## config.mk

```make
export PLATFORM = sky130hd
export DESIGN_NAME = ripple_alu
export DESIGN_NICKNAME = d
export VERILOG_FILES = /design/src/rtl/alu_pkg.sv /design/src/rtl/alu_ctl_decode.sv /design/src/rtl/alu_bit_cell.sv /design/src/rtl/alu_sign_unit.sv /design/src/rtl/ripple_alu.sv
export SDC_FILE = /design/constraint.sdc
export NUM_CORES = 1
export LEC_CHECK = 0
export BUFFER_PORTS_ARGS = -buffer_cell sky130_fd_sc_hd__buf_2
export CAP_MARGIN = 20
export CORE_MARGIN = 2
export CORE_UTILIZATION = 30
export DETAILED_ROUTE_END_ITERATION = 8
export SLEW_MARGIN = 20
export SYNTH_ARGS = -nofsm -noshare
export SYNTH_HDL_FRONTEND = slang
export SYNTH_SLANG_ARGS = --single-unit
```

## constraint.sdc

```tcl
create_clock -name vclk -period 16.5
set_clock_uncertainty 0.2 [all_clocks]
set_input_delay 0.825 -clock vclk [all_inputs]
set_output_delay 0.825 -clock vclk [all_outputs]
set_load 0.01 [all_outputs]
```

## src/rtl/alu_pkg.sv

```systemverilog
package alu_pkg;
    localparam int CTL_W = 4;

    typedef enum logic [1:0] {
        OPF_AND  = 2'b00,
        OPF_OR   = 2'b01,
        OPF_SUM  = 2'b10,
        OPF_LESS = 2'b11
    } opfield_e;
endpackage

```

## src/rtl/alu_ctl_decode.sv

```systemverilog
module alu_ctl_decode
    import alu_pkg::*;
(
    input  logic [CTL_W-1:0] ctl,
    output logic             inv_a,
    output logic             neg_b,
    output opfield_e         op_sel,
    output logic             arith
);
    always_comb begin
        inv_a  = ctl[3];
        neg_b  = ctl[2];
        op_sel = opfield_e'(ctl[1:0]);
        arith  = (op_sel == OPF_SUM) || (op_sel == OPF_LESS);
    end
endmodule

```

## src/rtl/alu_bit_cell.sv

```systemverilog
module alu_bit_cell
    import alu_pkg::*;
(
    input  logic     a,
    input  logic     b,
    input  logic     inv_a,
    input  logic     inv_b,
    input  logic     cin,
    input  logic     less_in,
    input  opfield_e op_sel,
    output logic     res,
    output logic     cout
);
    logic a_eff;
    logic b_eff;
    logic sum;

    always_comb begin
        a_eff = a ^ inv_a;
        b_eff = b ^ inv_b;
        sum   = a_eff ^ b_eff ^ cin;
        cout  = (b_eff & cin) | (a_eff & cin) | (a_eff & b_eff);
        unique case (op_sel)
            OPF_AND:  res = a_eff & b_eff;
            OPF_OR:   res = a_eff | b_eff;
            OPF_SUM:  res = sum;
            default:  res = less_in;
        endcase
    end
endmodule

```

## src/rtl/alu_sign_unit.sv

```systemverilog
module alu_sign_unit (
    input  logic a_msb,
    input  logic b_msb,
    input  logic inv_a,
    input  logic inv_b,
    input  logic carry_into_msb,
    input  logic carry_from_msb,
    output logic ovf_raw,
    output logic less_bit
);
    logic msb_sum;

    always_comb begin
        msb_sum  = (a_msb ^ inv_a) ^ (b_msb ^ inv_b) ^ carry_into_msb;
        ovf_raw  = carry_into_msb ^ carry_from_msb;
        less_bit = msb_sum ^ ovf_raw;
    end
endmodule

```

## src/rtl/ripple_alu.sv

```systemverilog
module ripple_alu
    import alu_pkg::*;
#(
    parameter int WIDTH = 32
) (
    input  logic [WIDTH-1:0] src_a,
    input  logic [WIDTH-1:0] src_b,
    input  logic [CTL_W-1:0] alu_ctl,
    output logic [WIDTH-1:0] result,
    output logic             zero,
    output logic             carry_out,
    output logic             overflow
);
    localparam int MSB = WIDTH - 1;

    logic       inv_a;
    logic       neg_b;
    logic       arith;
    opfield_e   op_sel;
    logic [WIDTH:0] carry;
    logic       ovf_raw;
    logic       less_bit;

    alu_ctl_decode u_dec (
        .ctl    (alu_ctl),
        .inv_a  (inv_a),
        .neg_b  (neg_b),
        .op_sel (op_sel),
        .arith  (arith)
    );

    assign carry[0] = neg_b;

    for (genvar i = 0; i < WIDTH; i++) begin : g_cell
        logic less_in;
        if (i == 0) begin : g_lsb
            assign less_in = less_bit;
        end else begin : g_upper
            assign less_in = 1'b0;
        end
        alu_bit_cell u_cell (
            .a       (src_a[i]),
            .b       (src_b[i]),
            .inv_a   (inv_a),
            .inv_b   (neg_b),
            .cin     (carry[i]),
            .less_in (less_in),
            .op_sel  (op_sel),
            .res     (result[i]),
            .cout    (carry[i+1])
        );
    end

    alu_sign_unit u_sign (
        .a_msb          (src_a[MSB]),
        .b_msb          (src_b[MSB]),
        .inv_a          (inv_a),
        .inv_b          (neg_b),
        .carry_into_msb (carry[MSB]),
        .carry_from_msb (carry[WIDTH]),
        .ovf_raw        (ovf_raw),
        .less_bit       (less_bit)
    );

    always_comb begin
        zero      = ~|result;
        carry_out = arith & carry[WIDTH];
        overflow  = arith & ovf_raw;
    end

    always_comb begin
        if (alu_ctl == 4'b0000)
            assert_and_path_R1: assert (result == (src_a & src_b));
        if (alu_ctl == 4'b0010)
            assert_add_sum_R3: assert ({carry_out, result} ==
                                       ({1'b0, src_a} + {1'b0, src_b}));
        if (alu_ctl == 4'b0110)
            assert_sub_diff_R4: assert (result == (src_a - src_b));
        if (alu_ctl == 4'b1100)
            assert_nor_path_R5: assert (result == ~(src_a | src_b));
        if (alu_ctl[1:0] == 2'b11)
            assert_less_upper_clear_R6: assert (result[MSB:1] == '0);
        if (alu_ctl[1] == 1'b0)
            assert_logic_no_flags_R8: assert (!carry_out && !overflow);
    end
endmodule

```

==> flow_metrics.env <==
export IMPL_final_cell_mix="102 x buf_2, 99 x inv_1, 64 x xor2_1, 64 x ha_1"
export IMPL_synth_cell_types=21
export IMPL_synth_top_cells_by_area="ha_1 24%, fa_1 19%, xor2_1 17%, inv_1 11%, mux2i_1 9.2%"
export IMPL_ys_seq_area_share_pct=0
export IMPL_grtUsageTotal_pct=13.8
export IMPL_slew_violations=0
export IMPL_leakage_nw=2.20
export IMPL_wl_per_cell_um=13.9
export IMPL_max_slew_worst_pin_slew_ns=0.726
export IMPL_pin_count=103
export IMPL_finalSetupViolCount=0
export IMPL_gp_congestion=0.763
export IMPL_portBuffers=103
export IMPL_antenna_found_initial=0
export IMPL_fill_cells=1167
export IMPL_status="finished clean"
export IMPL_cts_hold_buf=0
export IMPL_grt_pass1_vias=2827
export IMPL_areaGrowthSynthToFinish_pct=14.4
export IMPL_synth_nets=556
export IMPL_powerDensity_nw_per_um2=42.0
export IMPL_fp_row_count=38
export IMPL_n_antenna_cell=0
export IMPL_cp_required_ns=15.47
export IMPL_nNetsFinal=625
export IMPL_max_cap_violations=0
export IMPL_hold_start="src_a[25]"
export IMPL_crit_type="in -> out"
export IMPL_dp_hpwl_um=6900
export IMPL_hold_ws_ns=2.10
export IMPL_initial_core_util_pct=31.0
export IMPL_seqCellArea_um2=0
export IMPL_hold_class="in -> out"
export IMPL_rsz0062_at_grt="false"
export IMPL_drc=0
export IMPL_critPathLaunchType="input pin"
export IMPL_antenna_left=0
export IMPL_vdd_drop_max_mv=0.0188
export IMPL_die_area_um2=12200
export IMPL_vias=2586
export IMPL_mostFrequentLayoutCell="buf_2"
export IMPL_setup_tns_ns=0
export IMPL_cpPeakStageDelay_ns=0.50
export IMPL_crit_fanout=2
export IMPL_design_core_area_um2=10900
export IMPL_crit_family="adder cells"
export IMPL_chipWidth_um=110
export IMPL_firstDrtPassIters=4
export IMPL_end_kind="output pin"
export IMPL_avgSynthCellArea_um2=8.65
export IMPL_via_per_inst=4.32
export IMPL_crit_path_start="alu_ctl[3]"
export IMPL_post_cts_setup_buffers=0
export IMPL_synth_largest_area_cell="ha_1"
export IMPL_grt_pass1_wl_um=13200
export IMPL_fin_crit_ns=15.86
export IMPL_clock_buffers=0
export IMPL_synth_warning_count=0
export IMPL_die_y_um=110
export IMPL_path_buf_inv=5
export IMPL_critical_path_slowest_cell="mux4_2"
export IMPL_drtIter0Drc=85
export IMPL_timing_final_crit_share_pct=96.2
export IMPL_syn_area_um2=3390
export IMPL_drive_gt1_share_pct=30.1
export IMPL_n_sequential_cell=0
export IMPL_p_total_mw=0.163
export IMPL_wirelength_um=8300
export IMPL_maxSlewHeadroom_pct=51.6
export IMPL_crit_top_cell="fa_1"
export IMPL_gr_total_overflow=0
export IMPL_syn_inst=392
export IMPL_synth_top_area_share_pct=23.6
export IMPL_grt_max_degree=36
export IMPL_fmax_ghz=0.0630
export IMPL_hold_viol=0
export IMPL_worstPathArrival_ns=14.84
## cell usage after synthesis
cell      count
ha_1         64
mux4_2        1
mux2i_1      31
and2_1        1
buf_4        34
xor2_1       65
nor4_2        1
xnor2_1       1
nand2_1       3
nor3_2        1
nor2b_1       1
clkbuf_1      3
inv_1        99
buf_6         4
nand4_1       1
nor4_1        7
buf_2        10
o22ai_1      31
nand2b_2      1
o21ai_0       1
fa_1         32
## where the power goes
| group | internal, mW | switching (mW) |
|---|---|---|
| logic | 0.0698 | 0.0930 |
| registers | 0 | 0 |
| clock network | 0 | 0 |
## layout make-up
cell class	count	area, um2	share of cell area [%]
multi-input combinational	242	2700	69.6
inverter	99	372	9.58
timing repair buffer	118	631	16.3
tap	140	175	4.52
## through the flow
| stage | util [%] | setup slack (ns) | instances | area [um2] |
|---|---|---|---|---|
| after floorplan | - | 0.223 | 392 | 3390 |
| after global placement | 35.0 | -0.162 | 599 | 3830 |
| after detailed placement | 35.0 | -0.412 | 599 | 3830 |
| after CTS | 35.3 | 0.0405 | 599 | 3860 |
| after global routing | 35.5 | 0.0122 | 599 | 3880 |
| final | 35.5 | 0.635 | 599 | 3880 |
## final timing paths
path	end	depth (start not counted)
worst max-delay path	zero	43
worst min-delay path	result[25]	6
## what timing repair did
item,4_1_cts,5_1_grt
gates resized for setup,9,8
setup endpoints to repair,2,3
pin swaps,1,0
endpoints found under the hold margin,0,0
## per-layer routing
layer / up-vias / global-route usage, % / share of wire [%]
met3: 6 / 1.06 / 4.9
met4: 0 / 1.34 / 0.89
met2: 70 / 26.2 / 49
met1: 1228 / 17.5 / 45
li1: 1282 / - / -
met5: - / 0 / 0
## cells by family (layout without fill, tap and decap cells)
| family | after synthesis | in the layout | share of synthesized area, % |
|---|---|---|---|
| multiplexers | 32 | 32 | 9.82 |
| AO/OA/AOI/OAI | 32 | 32 | 5.87 |
| AND/OR/NAND/NOR | 16 | 16 | 3.10 |
| buffers and inverters | 150 | 217 | 21.6 |
| adder cells (fa/ha/maj) | 96 | 96 | 42.5 |
| XOR/XNOR | 66 | 66 | 17.1 |
No activity file was read; power rests on OpenSTA's default activity.
